==> src/rtl/cx_pkg.sv <==
package cx_pkg;
  typedef enum logic [1:0] {
    CX_IDLE = 2'b00,
    CX_TICK = 2'b01,
    CX_READ = 2'b10,
    CX_BOTH = 2'b11
  } cx_cause_e;

  function automatic cx_cause_e cx_cause(input logic tick_ev, input logic read_ev);
    return cx_cause_e'({read_ev, tick_ev});
  endfunction
endpackage

==> src/rtl/cx_wrap_detect.sv <==
module cx_wrap_detect #(
  parameter int LOW_W = 32
) (
  input  logic             clk,
  input  logic             rst_n,
  input  logic             chk_i,
  input  logic [LOW_W-1:0] sample_i,
  output logic             wrap_o
);
  logic [LOW_W-1:0] prev_q;
  logic             seen_q;

  // prev_q carries no reset: seen_q gates it until the first check
  always_ff @(posedge clk) begin
    if (chk_i) prev_q <= sample_i;
  end

  always_ff @(posedge clk) begin
    if (!rst_n)     seen_q <= 1'b0;
    else if (chk_i) seen_q <= 1'b1;
  end

  always_comb wrap_o = chk_i && seen_q && (prev_q > sample_i);
endmodule

==> src/rtl/cx_high_word.sv <==
module cx_high_word #(
  parameter int HIGH_W = 32
) (
  input  logic              clk,
  input  logic              rst_n,
  input  logic              chk_i,
  input  logic              wrap_i,
  output logic [HIGH_W-1:0] high_next_o
);
  logic [HIGH_W-1:0] high_q;

  always_comb high_next_o = high_q + HIGH_W'(wrap_i);

  always_ff @(posedge clk) begin
    if (!rst_n)     high_q <= '0;
    else if (chk_i) high_q <= high_next_o;
  end

  AST_HIGH_STEP: assert property (@(posedge clk) disable iff (!rst_n)
    1'b1 |=> (high_q == $past(high_q)) || (high_q == HIGH_W'($past(high_q) + 1'b1)));
  AST_HIGH_IDLE: assert property (@(posedge clk) disable iff (!rst_n)
    !chk_i |=> $stable(high_q));
endmodule

==> src/rtl/cx_ts_out.sv <==
module cx_ts_out #(
  parameter int TS_W = 64
) (
  input  logic            clk,
  input  logic            rst_n,
  input  logic            load_i,
  input  logic            zero_i,
  input  logic [TS_W-1:0] data_i,
  input  logic            ts_ready_i,
  output logic            ts_valid_o,
  output logic [TS_W-1:0] ts_data_o
);
  always_ff @(posedge clk) begin
    if (!rst_n) begin
      ts_valid_o <= 1'b0;
      ts_data_o  <= '0;
    end else if (load_i) begin
      ts_valid_o <= 1'b1;
      ts_data_o  <= zero_i ? '0 : data_i;
    end else if (ts_ready_i) begin
      ts_valid_o <= 1'b0;
    end
  end

  AST_BP_HOLD: assert property (@(posedge clk) disable iff (!rst_n)
    (ts_valid_o && !ts_ready_i) |=> (ts_valid_o && $stable(ts_data_o)));
endmodule

==> src/rtl/wrapext_timestamp.sv <==
module wrapext_timestamp #(
  parameter int LOW_W  = 32,
  parameter int HIGH_W = 32
) (
  input  logic                    clk,
  input  logic                    rst_n,
  input  logic                    cnt_running,
  input  logic [LOW_W-1:0]        cnt_value,
  input  logic                    tick,
  input  logic                    req_valid,
  output logic                    req_ready,
  output logic                    ts_valid,
  input  logic                    ts_ready,
  output logic [HIGH_W+LOW_W-1:0] ts_data
);
  import cx_pkg::*;

  localparam int TS_W = HIGH_W + LOW_W;

  logic              fire;
  logic              chk;
  logic              wrap;
  logic [HIGH_W-1:0] high_next;
  cx_cause_e         cause;

  always_comb begin
    req_ready = !ts_valid || ts_ready;
    fire      = req_valid && req_ready;
    cause     = cnt_running ? cx_cause(tick, fire) : CX_IDLE;
    chk       = (cause != CX_IDLE);
  end

  cx_wrap_detect #(.LOW_W(LOW_W)) wrap_i (
    .clk      (clk),
    .rst_n    (rst_n),
    .chk_i    (chk),
    .sample_i (cnt_value),
    .wrap_o   (wrap)
  );

  cx_high_word #(.HIGH_W(HIGH_W)) high_i (
    .clk         (clk),
    .rst_n       (rst_n),
    .chk_i       (chk),
    .wrap_i      (wrap),
    .high_next_o (high_next)
  );

  cx_ts_out #(.TS_W(TS_W)) out_i (
    .clk        (clk),
    .rst_n      (rst_n),
    .load_i     (fire),
    .zero_i     (!cnt_running),
    .data_i     ({high_next, cnt_value}),
    .ts_ready_i (ts_ready),
    .ts_valid_o (ts_valid),
    .ts_data_o  (ts_data)
  );

  AST_REQ_TO_TS: assert property (@(posedge clk) disable iff (!rst_n)
    (req_valid && req_ready) |=> ts_valid);
  AST_ZERO_BEFORE_RUN: assert property (@(posedge clk) disable iff (!rst_n)
    (req_valid && req_ready && !cnt_running) |=> (ts_data == '0));
endmodule

==> config.mk <==
export PLATFORM = sky130hd
export DESIGN_NAME = wrapext_timestamp
export DESIGN_NICKNAME = d
export VERILOG_FILES = /design/src/rtl/cx_pkg.sv /design/src/rtl/cx_wrap_detect.sv /design/src/rtl/cx_high_word.sv /design/src/rtl/cx_ts_out.sv /design/src/rtl/wrapext_timestamp.sv
export SDC_FILE = /design/constraint.sdc
export NUM_CORES = 1
export LEC_CHECK = 0
export BUFFER_PORTS_ARGS = -buffer_cell sky130_fd_sc_hd__buf_4
export CAP_MARGIN = 25
export CORE_ASPECT_RATIO = 0.9
export CORE_MARGIN = 2
export CORE_UTILIZATION = 25
export DETAILED_ROUTE_END_ITERATION = 7
export PLACE_DENSITY = 0.41
export SLEW_MARGIN = 0
export SYNTH_ARGS = -nofsm -noshare
export SYNTH_HDL_FRONTEND = slang
export SYNTH_SLANG_ARGS = --single-unit
==> constraint.sdc <==
create_clock -name clk -period 10.9 [get_ports clk]
set_clock_uncertainty 0.05 [all_clocks]
set_input_delay 1.635 -clock clk [delete_from_list [all_inputs] [get_ports clk]]
set_output_delay 1.635 -clock clk [all_outputs]
set_load 0.005 [all_outputs]
* Word-level counts from Yosys, hierarchy flattened
Cells that the tools add are included.
Storage, ports and cells: bits in registers 130, output and inout bits 66, logic and storage cells 18
Operators by class: add/sub/neg operators 1, $lt $le $gt $ge 1, mux-type cells 4, reduce and logical (&&, ||, !) cells 7
Operators with widths (count):
- 64-bit 2-to-1 mux | 1
- 32-bit by 1-bit adder with 32-bit output | 1
- 32-bit greater-than comparator | 1
- 2-bit nonzero test | 2
- 1-bit logical AND | 3
- 1-bit 2-to-1 mux | 2
- 2-bit 2-to-1 mux | 1
- 1-bit zero test | 1
- 1-bit logical OR | 1

* Logic depth before layout (Yosys ltp)
Gate-level depths: netlist of the first run.
word-level depth 9, mapped depth 17, depth with buffers taken out 14

* Cells and area by module
From an unflattened synthesis of the first run, not the netlist that was laid out.
Unflattened totals: cells, all modules 696, area total of the unflattened synthesis 6418.7 um2
By module, submodules not included:
- cx_ts_out | instances 1, cells an instance 288, area an instance 2542.4 um2, seq. area each 1301.2 um2
- cx_high_word | instances 1, cells an instance 257, area an instance 2034.5 um2, seq. area each 640.6 um2
- cx_wrap_detect | instances 1, cells an instance 146, area an instance 1810.5 um2, seq. area each 980.9 um2
- wrapext_timestamp | instances 1, cells an instance 5, area an instance 31.3 um2, seq. area each 0.0 um2

* Worst setup path before layout of the first run
Ideal clock, no wire load.
path type input to register, from in ts_ready, to reg high_i.high_q[26], setup time 70 ps, arrival 5498 ps, setup slack 5281 ps, stages on the path 17, buffers on the path 5, path through nand2b_1 clkbuf_1 and2_1 buf_2 o21ai_1 clkbuf_1 inv_1 o311a_1 o31a_1 ha_1 ha_1 clkbuf_1 nand3_2 or3_1 clkbuf_1 or4_1 a21oi_1
On the way: cells in the longest elaborated chain, start to end 7
RTL lines:
- start, declared | line wrapext_timestamp.sv:13 | input logic ts_ready,
- 1-bit logical OR * | line wrapext_timestamp.sv:27 | req_ready = !ts_valid || ts_ready;
- net req_ready | line wrapext_timestamp.sv:11 | output logic req_ready,
- 1-bit logical AND * | line wrapext_timestamp.sv:28 | fire = req_valid && req_ready;
- 2-bit 2-to-1 mux * | line wrapext_timestamp.sv:29 | cause = cnt_running ? cx_cause(tick, fire) : CX_IDLE;
- 2-bit nonzero test * | line wrapext_timestamp.sv:30 | chk = (cause != CX_IDLE);
- 1-bit logical AND (2 in a row) | line cx_wrap_detect.sv:23 | always_comb wrap_o = chk_i && seen_q && (prev_q > sample_i);
- 32-bit by 1-bit adder with 32-bit output | line cx_high_word.sv:12 | always_comb high_next_o = high_q + HIGH_W'(wrap_i);
- end signal, assigned | line cx_high_word.sv:16 | else if (chk_i) high_q <= high_next_o;
- end, declared | line cx_high_word.sv:10 | logic [HIGH_W-1:0] high_q;
Mark *: on every way through the listed nets, which the timed path passes. The rest lies on a longest branch. A chain may end at the register's enable or synchronous reset.

* Worst setup path in the final report of the first run
from in cnt_value[30], to reg high_i.high_q[24]
On the way: cells in the longest elaborated chain, start to end 3
RTL lines:
- start, declared | line wrapext_timestamp.sv:8 | input logic [LOW_W-1:0] cnt_value,
- 32-bit greater-than comparator | line cx_wrap_detect.sv:23
- 1-bit logical AND | line cx_wrap_detect.sv:23
- 32-bit by 1-bit adder with 32-bit output | line cx_high_word.sv:12
No other way between the ends.

==> impl_metrics.json, run 1 <==
{
  "result_of_the_run": "finished, final reports clean",
  "vias": 5116,
  "placementRows": 54,
  "synth_top_family_by_area": "simple AND/OR/NAND/NOR gates",
  "synth.lib_cells_used.distinct": 49,
  "core_area_um2": 24100,
  "synthesis.area_um2": 6060,
  "syn_inst": 670,
  "synthTopCellsByArea": "dfxtp_1, edfxtp_1, ha_1",
  "post_synth_xor_area_fraction": 0.0607,
  "timing.critical_path.to": "high_i.high_q[24]",
  "drt_iter0_drc": 234,
  "tritoncts": "built",
  "postRouteAntennaNets": 0,
  "route.detailed.drc": 0,
  "finalWirelength_um": 16900,
  "clock_tree.root_cell": "clkbuf_16",
  "layout.cells.most_common": "buf_4",
  "drtPass1Iterations": 4,
  "worstPathRequired_ns": 11.19,
  "grt_first_pass_wirelength_um": 27300,
  "insertedDiodeCount": 0,
  "register_to_register_path_setup_slack_ns": 6.99,
  "timing_worst_slew_pin_value_ns": 0.978,
  "routed_wire_length_per_instance_um": 15.6,
  "syn2layout_area_growth_pct": 26.9,
  "timing.critical_path.to_type": "flip-flop",
  "power-per-cell-area_nw_per_um2": 150,
  "setup_viol": 0,
  "drive_above_1_share": 0.194,
  "synth_seq_cells": 130,
  "placement.io_buffers": 103,
  "clock_sink_count": 130,
  "starting_utilization_of_the_core_area": 0.252,
  "post-route-cell-area_um2": 7690,
  "maximum_number_of_pins_on_one_net_before_global_route_repair": 71,
  "h-tree-depth": 4,
  "synth-seq-area-share": 0.482,
  "synth_compound_area_frac": 0.109,
  "sum_of_internal_switching_and_leakage_power_mw": 1.15,
  "worstSkewPairLatency_ns": 0.42,
  "clk_pin_slew_ns": 0.06,
  "muxShareOfSynthArea": 0.00826,
  "maxSlewViolCount": 0,
  "min_delay_path_depth": 2,
  "total_leakage_power_nw": 2.98,
  "num_io_pins": 104,
  "finish.net_count": 833,
  "gr-total-overflow": 0,
  "rr_endpoint": "high_i.high_q[24]",
  "detail_route.vias_per_cell": 4.73,
  "post-place-cells": 1050,
  "postSynthNetCount": 742,
  "number_of_antenna_violations_at_the_first_check_in_global_routing": 0,
  "setup_tns_ns": 0,
  "cts_post_setup_buffers_inserted": 0,
  "crit_start": "cnt_value[30]",
  "synthAdderAreaFrac": 0.0702,
  "horizontal_die_dimension_um": 168,
  "timing.critical_path.arrival_ns": 5.16,
  "maxCapViolations": 0,
  "design.die.area_um2": 25500,
  "ir_worst_vdd_mv": 0.0708,
  "via_count_of_the_first_global_routing_pass": 5056,
  "finalWeightedCongestion": 0.741,
  "yosys_warnings": 0,
  "synth_largest_type_area_fraction": 0.324,
  "rr_worst_depth": 12,
  "finalCriticalPeriod_ns": 4.87,
  "regToRegStartpoint": "wrap_i.prev_q[30]",
  "timing.max_slew.rel_slack": 0.347,
  "track_usage": 0.138,
  "simple_gate_fraction_of_synth_area": 0.219,
  "most-common-layout-cells": "buf_4, dfxtp_1, nand2_1",
  "dp_hpwl_um": 11600,
  "post_cts_resized": 0,
  "max-clock-path-buffers": 2,
  "critical_path_class": "input pin to flip-flop",
  "grt_setup_unrepaired": "false",
  "postSynthAreaPerCell_um2": 9.05,
  "crit_path_start_kind": "input pin",
  "hp-class": "flip-flop to flip-flop",
  "die_y_um": 152,
  "period_share": 0.447,
  "timing.critical_path.fanout_max": 11,
  "maxClockFrequency_ghz": 0.205,
  "hold_vio_cnt_final": 0,
  "cts_buffers": 17,
  "stdcell_count": 1082,
  "cts.hold.buffers_added": 0,
  "netlist.top_cell.by_area": "dfxtp_1",
  "placedInstanceArea_um2": 7120
}
Yosys cell counts, drive strengths merged:
| cell | count |
|---|---|
| dfxtp | 98 |
| o31a | 1 |
| nor4b | 1 |
| a22oi | 7 |
| ha | 34 |
| o311a | 1 |
| or4 | 10 |
| and3 | 7 |
| a21oi | 66 |
| xnor2 | 34 |
| edfxtp | 32 |
| and4 | 7 |
| and2 | 4 |
| nand2 | 88 |
| clkbuf | 27 |
| nor3b | 2 |
| a211o | 1 |
| mux2i | 5 |
| xor2 | 8 |
| o31ai | 8 |
| o21ai | 29 |
| nand3b | 1 |
| nand4 | 13 |
| o21a | 1 |
| inv | 39 |
| o211ai | 1 |
| nand2b | 5 |
| buf | 11 |
| nor2 | 34 |
| a21o | 2 |
| a41oi | 1 |
| nor4 | 16 |
| or3 | 5 |
| a21boi | 1 |
| nor3 | 9 |
| nand3 | 58 |
| nor2b | 1 |
| or2 | 2 |
how the worst min path moves through the flow:
stage / start / to
CTS: out_i.ts_data_o[8] / out_i.ts_data_o[8]
finish: out_i.ts_data_o[8] / out_i.ts_data_o[8]
detailed placement: out_i.ts_data_o[8] / out_i.ts_data_o[8]
global route: out_i.ts_data_o[8] / out_i.ts_data_o[8]
floorplan: wrap_i.seen_q / wrap_i.seen_q
global placement: out_i.ts_data_o[23] / out_i.ts_data_o[23]
cell families after synthesis:
logic type,after synthesis
buf+inv,77
compound gates,119
flops,130
mux,5
fa+ha+maj,34
xor+xnor,42
simple gates,263
layout make-up:
cell class	count	area, um2
Clock buffer	18	429
Clock inverter	14	141
Fill cell	2503	16400
Inverter	39	146
Multi-Input combinational cell	463	2840
Sequential cell	130	2920
Tap cell	308	385
Timing Repair Buffer	110	830
sequential cells by signal (all words and copies together), names as in the netlist:
| name | count |
|---|---|
| wrap_i.seen_q | 1 |
| high_i.high_q | 32 |
| out_i.ts_valid_o | 1 |
| out_i.ts_data_o | 64 |
| wrap_i.prev_q | 32 |
power by group:
part	internal [mW]	switching [mW]	total [mW]
clock	0.335	0.220	0.555
sequential	0.507	0.00482	0.512
combinational	0.0323	0.0530	0.0853
stage by stage:
step / setup slack (ns) / hold WS [ns] / util
6_report: 6.03 / 0.398 / 0.320
5_1_grt: 5.70 / 0.418 / 0.320
4_1_cts: 6.01 / 0.404 / 0.320
3_5_place_dp: 5.57 / 0.397 / 0.296
3_3_place_gp: 5.73 / 0.388 / 0.296
2_1_floorplan: 5.28 / 0.391 / -
worst max-delay path: stages:
cell     delay [ns]
buf_4          0.09
inv_1          0.04
ha_1           0.31
nand4_1        0.19
nor4_1         0.42
nand2_1        0.14
a41oi_1        0.21
o31a_1         0.15
ha_1           0.20
ha_1           0.31
nand3_2        0.28
or3_1          0.59
or4_1          0.45
a21oi_1        0.15
per-layer routing:
layer  global-route usage  share of wire  up-vias
met5                    0              0        -
met4               0.0427         0.0091        0
met3               0.0353          0.043       13
met2                0.218           0.44      105
met1                0.186           0.50     2456
li1                     -              -     2542
Note: power is estimated with default switching activity, not from simulation.
==> inputs of run 2 (changes only) <==
Settings changed: PLACE_DENSITY 0.41 to 0.42.
Clock period 10.9 ns to 4.31 ns, I/O delays scaled along.
==> run 2 against run 1 <==
  * Clock power increased to 2.5 times the previous value
  * Count of clock-buffer cells in the layout increased by 3
  * Routed wire length increased by 0.59%
  * Non-clock buffer count increased by 6
  * Flip-flop and latch count unchanged
  * Final cell count increased by 0.55%
  * Critical endpoint is now high_i.high_q[31]
  * Largest cell class unchanged
  * Largest power group unchanged
==> impl_metrics.json, run 2 (synthesized netlist as in run 1, its figures left out) <==
{
  "dp_hpwl_um": 11400,
  "h-tree-depth": 4,
  "design.die.area_um2": 25500,
  "detail_route.vias_per_cell": 4.60,
  "vias": 5009,
  "maxCapViolations": 0,
  "placement.io_buffers": 103,
  "syn2layout_area_growth_pct": 27.5,
  "largest_register_ff_count": 64,
  "route.detailed.drc": 0,
  "maxSlewViolCount": 0,
  "maximum_number_of_pins_on_one_net_before_global_route_repair": 44,
  "timing.critical_path.to_type": "flip-flop",
  "min_delay_path_depth": 1,
  "finalCriticalPeriod_ns": 3.71,
  "register_to_register_path_setup_slack_ns": 0.60,
  "cts_buffers": 17,
  "max-clock-path-buffers": 2,
  "timing_worst_slew_pin_value_ns": 0.889,
  "hp-class": "input pin to flip-flop",
  "finalWirelength_um": 17000,
  "setup_viol": 0,
  "timing.max_slew.rel_slack": 0.406,
  "drtPass1Iterations": 4,
  "post-place-cells": 1056,
  "timing.critical_path.fanout_max": 7,
  "timing.critical_path.cells": "ha_1 -> nand4_1 -> nor4_1 -> nand2_1 -> a41oi_1 -> o31a_1 -> ha_1 -> and3_1 -> nand2_1 -> or4_1 -> or4_1 -> a21oi_1",
  "crit_path_start_kind": "flip-flop",
  "result_of_the_run": "finished, final reports clean",
  "stdcell_count": 1088,
  "core_area_um2": 24100,
  "grt_setup_unrepaired": "false",
  "power-per-cell-area_nw_per_um2": 377,
  "worstSkewPairLatency_ns": 0.42,
  "clock_sink_count": 130,
  "cts_post_setup_buffers_inserted": 0,
  "postRouteAntennaNets": 0,
  "drt_iter0_drc": 344,
  "most-common-layout-cells": "buf_4, dfxtp_1, nand2_1",
  "finalWeightedCongestion": 0.722,
  "number_of_antenna_violations_at_the_first_check_in_global_routing": 0,
  "total_leakage_power_nw": 3.00,
  "max_stage_delay_ns": 0.54,
  "maxClockFrequency_ghz": 0.269,
  "finish.net_count": 839,
  "clk_pin_slew_ns": 0.06,
  "final_standard_cell_utilization_of_the_core": 0.321,
  "rr_endpoint": "high_i.high_q[31]",
  "placementRows": 54,
  "fillCellCount": 2551,
  "largest-register": "out_i.ts_data_o",
  "clock_tree.root_cell": "clkbuf_16",
  "min_from": "cnt_value[23]",
  "grt_first_pass_wirelength_um": 27300,
  "cts.hold.buffers_added": 0,
  "cpMaxStageDelayCell": "or4_1",
  "detailedPlace.worstSlack_ns": 0.186,
  "rr_worst_depth": 12,
  "gr-total-overflow": 0,
  "insertedDiodeCount": 0,
  "holdPathEnd": "wrap_i.prev_q[23]",
  "timing.critical_path.arrival_ns": 4.01,
  "regToRegStartpoint": "wrap_i.prev_q[30]",
  "ir_worst_vdd_mv": 0.158,
  "period_share": 0.861,
  "routed_wire_length_per_instance_um": 15.6,
  "multi_input_area_um2": 2840,
  "num_io_pins": 104,
  "critical_path_class": "flip-flop to flip-flop",
  "via_count_of_the_first_global_routing_pass": 4892,
  "layout.cells.most_common": "buf_4",
  "final.setup.worst_slack_ns": 0.598,
  "die_y_um": 152,
  "layout_top_registers": "out_i.ts_data_o: 64 flops, high_i.high_q: 32 flops, wrap_i.prev_q: 32 flops",
  "track_usage": 0.139,
  "starting_utilization_of_the_core_area": 0.252,
  "post_cts_resized": 0,
  "worstPathRequired_ns": 4.60,
  "ff_latch_area_um2": 2920,
  "drive_above_1_share": 0.201,
  "setup_tns_ns": 0,
  "hold_vio_cnt_final": 0,
  "tritoncts": "built",
  "horizontal_die_dimension_um": 168
}
-- run 2: changes by cell type in the layout (fill, tap and decap cells not counted), moves of 2 or more --
cell / previous run / this run
buf_4: 109 / 116
clkbuf_8: 0 / 2
clkinv_2: 4 / 2
clkinv_4: 4 / 2
inv_4: 0 / 3
inv_6: 0 / 2
-- run 2: how the worst max path moves through the flow --
| stage | startpoint | to | depth (start not counted) | slack (ns) |
|---|---|---|---|---|
| after floorplan | ts_ready | high_i.high_q[28] | 17 | 0.02 |
| after global placement | cnt_value[30] | high_i.high_q[31] | 14 | 0.32 |
| after detailed placement | cnt_value[30] | high_i.high_q[31] | 14 | 0.19 |
| after CTS | wrap_i.prev_q[30] | high_i.high_q[31] | 12 | 0.58 |
| after global routing | wrap_i.prev_q[30] | high_i.high_q[28] | 12 | 0.31 |
| final | wrap_i.prev_q[30] | high_i.high_q[31] | 12 | 0.60 |
-- run 2: through the flow --
| stage | hold WS (ns) | cell area (um2) | power (mW) |
|---|---|---|---|
| finish | 0.368 | 7730 | 2.91 |
| global route | 0.347 | 7730 | 3.04 |
| CTS | 0.346 | 7730 | 2.96 |
| detailed placement | 0.397 | 7170 | 1.55 |
| global placement | 0.393 | 7170 | 1.55 |
| floorplan | 0.391 | 6070 | 1.43 |
-- run 2: cell type report --
class / count / area share
repair buffers: 116 / 0.113
clock buffers: 21 / 0.0596
well taps: 308 / 0.0499
flip-flops and latches: 130 / 0.378
clock inverters: 11 / 0.0131
multi-input cells: 463 / 0.367
inverters: 39 / 0.0194
-- run 2: where the power goes --
group | leakage (nW) | total, mW | internal, mW | switching (mW)
clock | 0.279 | 1.40 | 0.828 | 0.573
sequential | 1.10 | 1.29 | 1.28 | 0.0118
combinational | 1.62 | 0.219 | 0.0825 | 0.137
total | 3.00 | 2.91 | 2.19 | 0.721
-- run 2: metal layers --
metal | share of wire | up-vias | wire [um] | global-route usage
li1 | - | 2562 | - | -
met1 | 0.51 | 2340 | 8610 | 0.191
met2 | 0.43 | 93 | 7380 | 0.213
met3 | 0.045 | 14 | 766 | 0.0356
met4 | 0.014 | 0 | 240 | 0.0461
met5 | 0 | - | 0 | 0
-- run 2: worst max-delay path, delay by kind of cell (launching register included) --
family	cells	cell delay [ns]
simple gates	7	2.18
compound gates	3	0.52
flops	1	0.36
fa+ha+maj	2	0.52
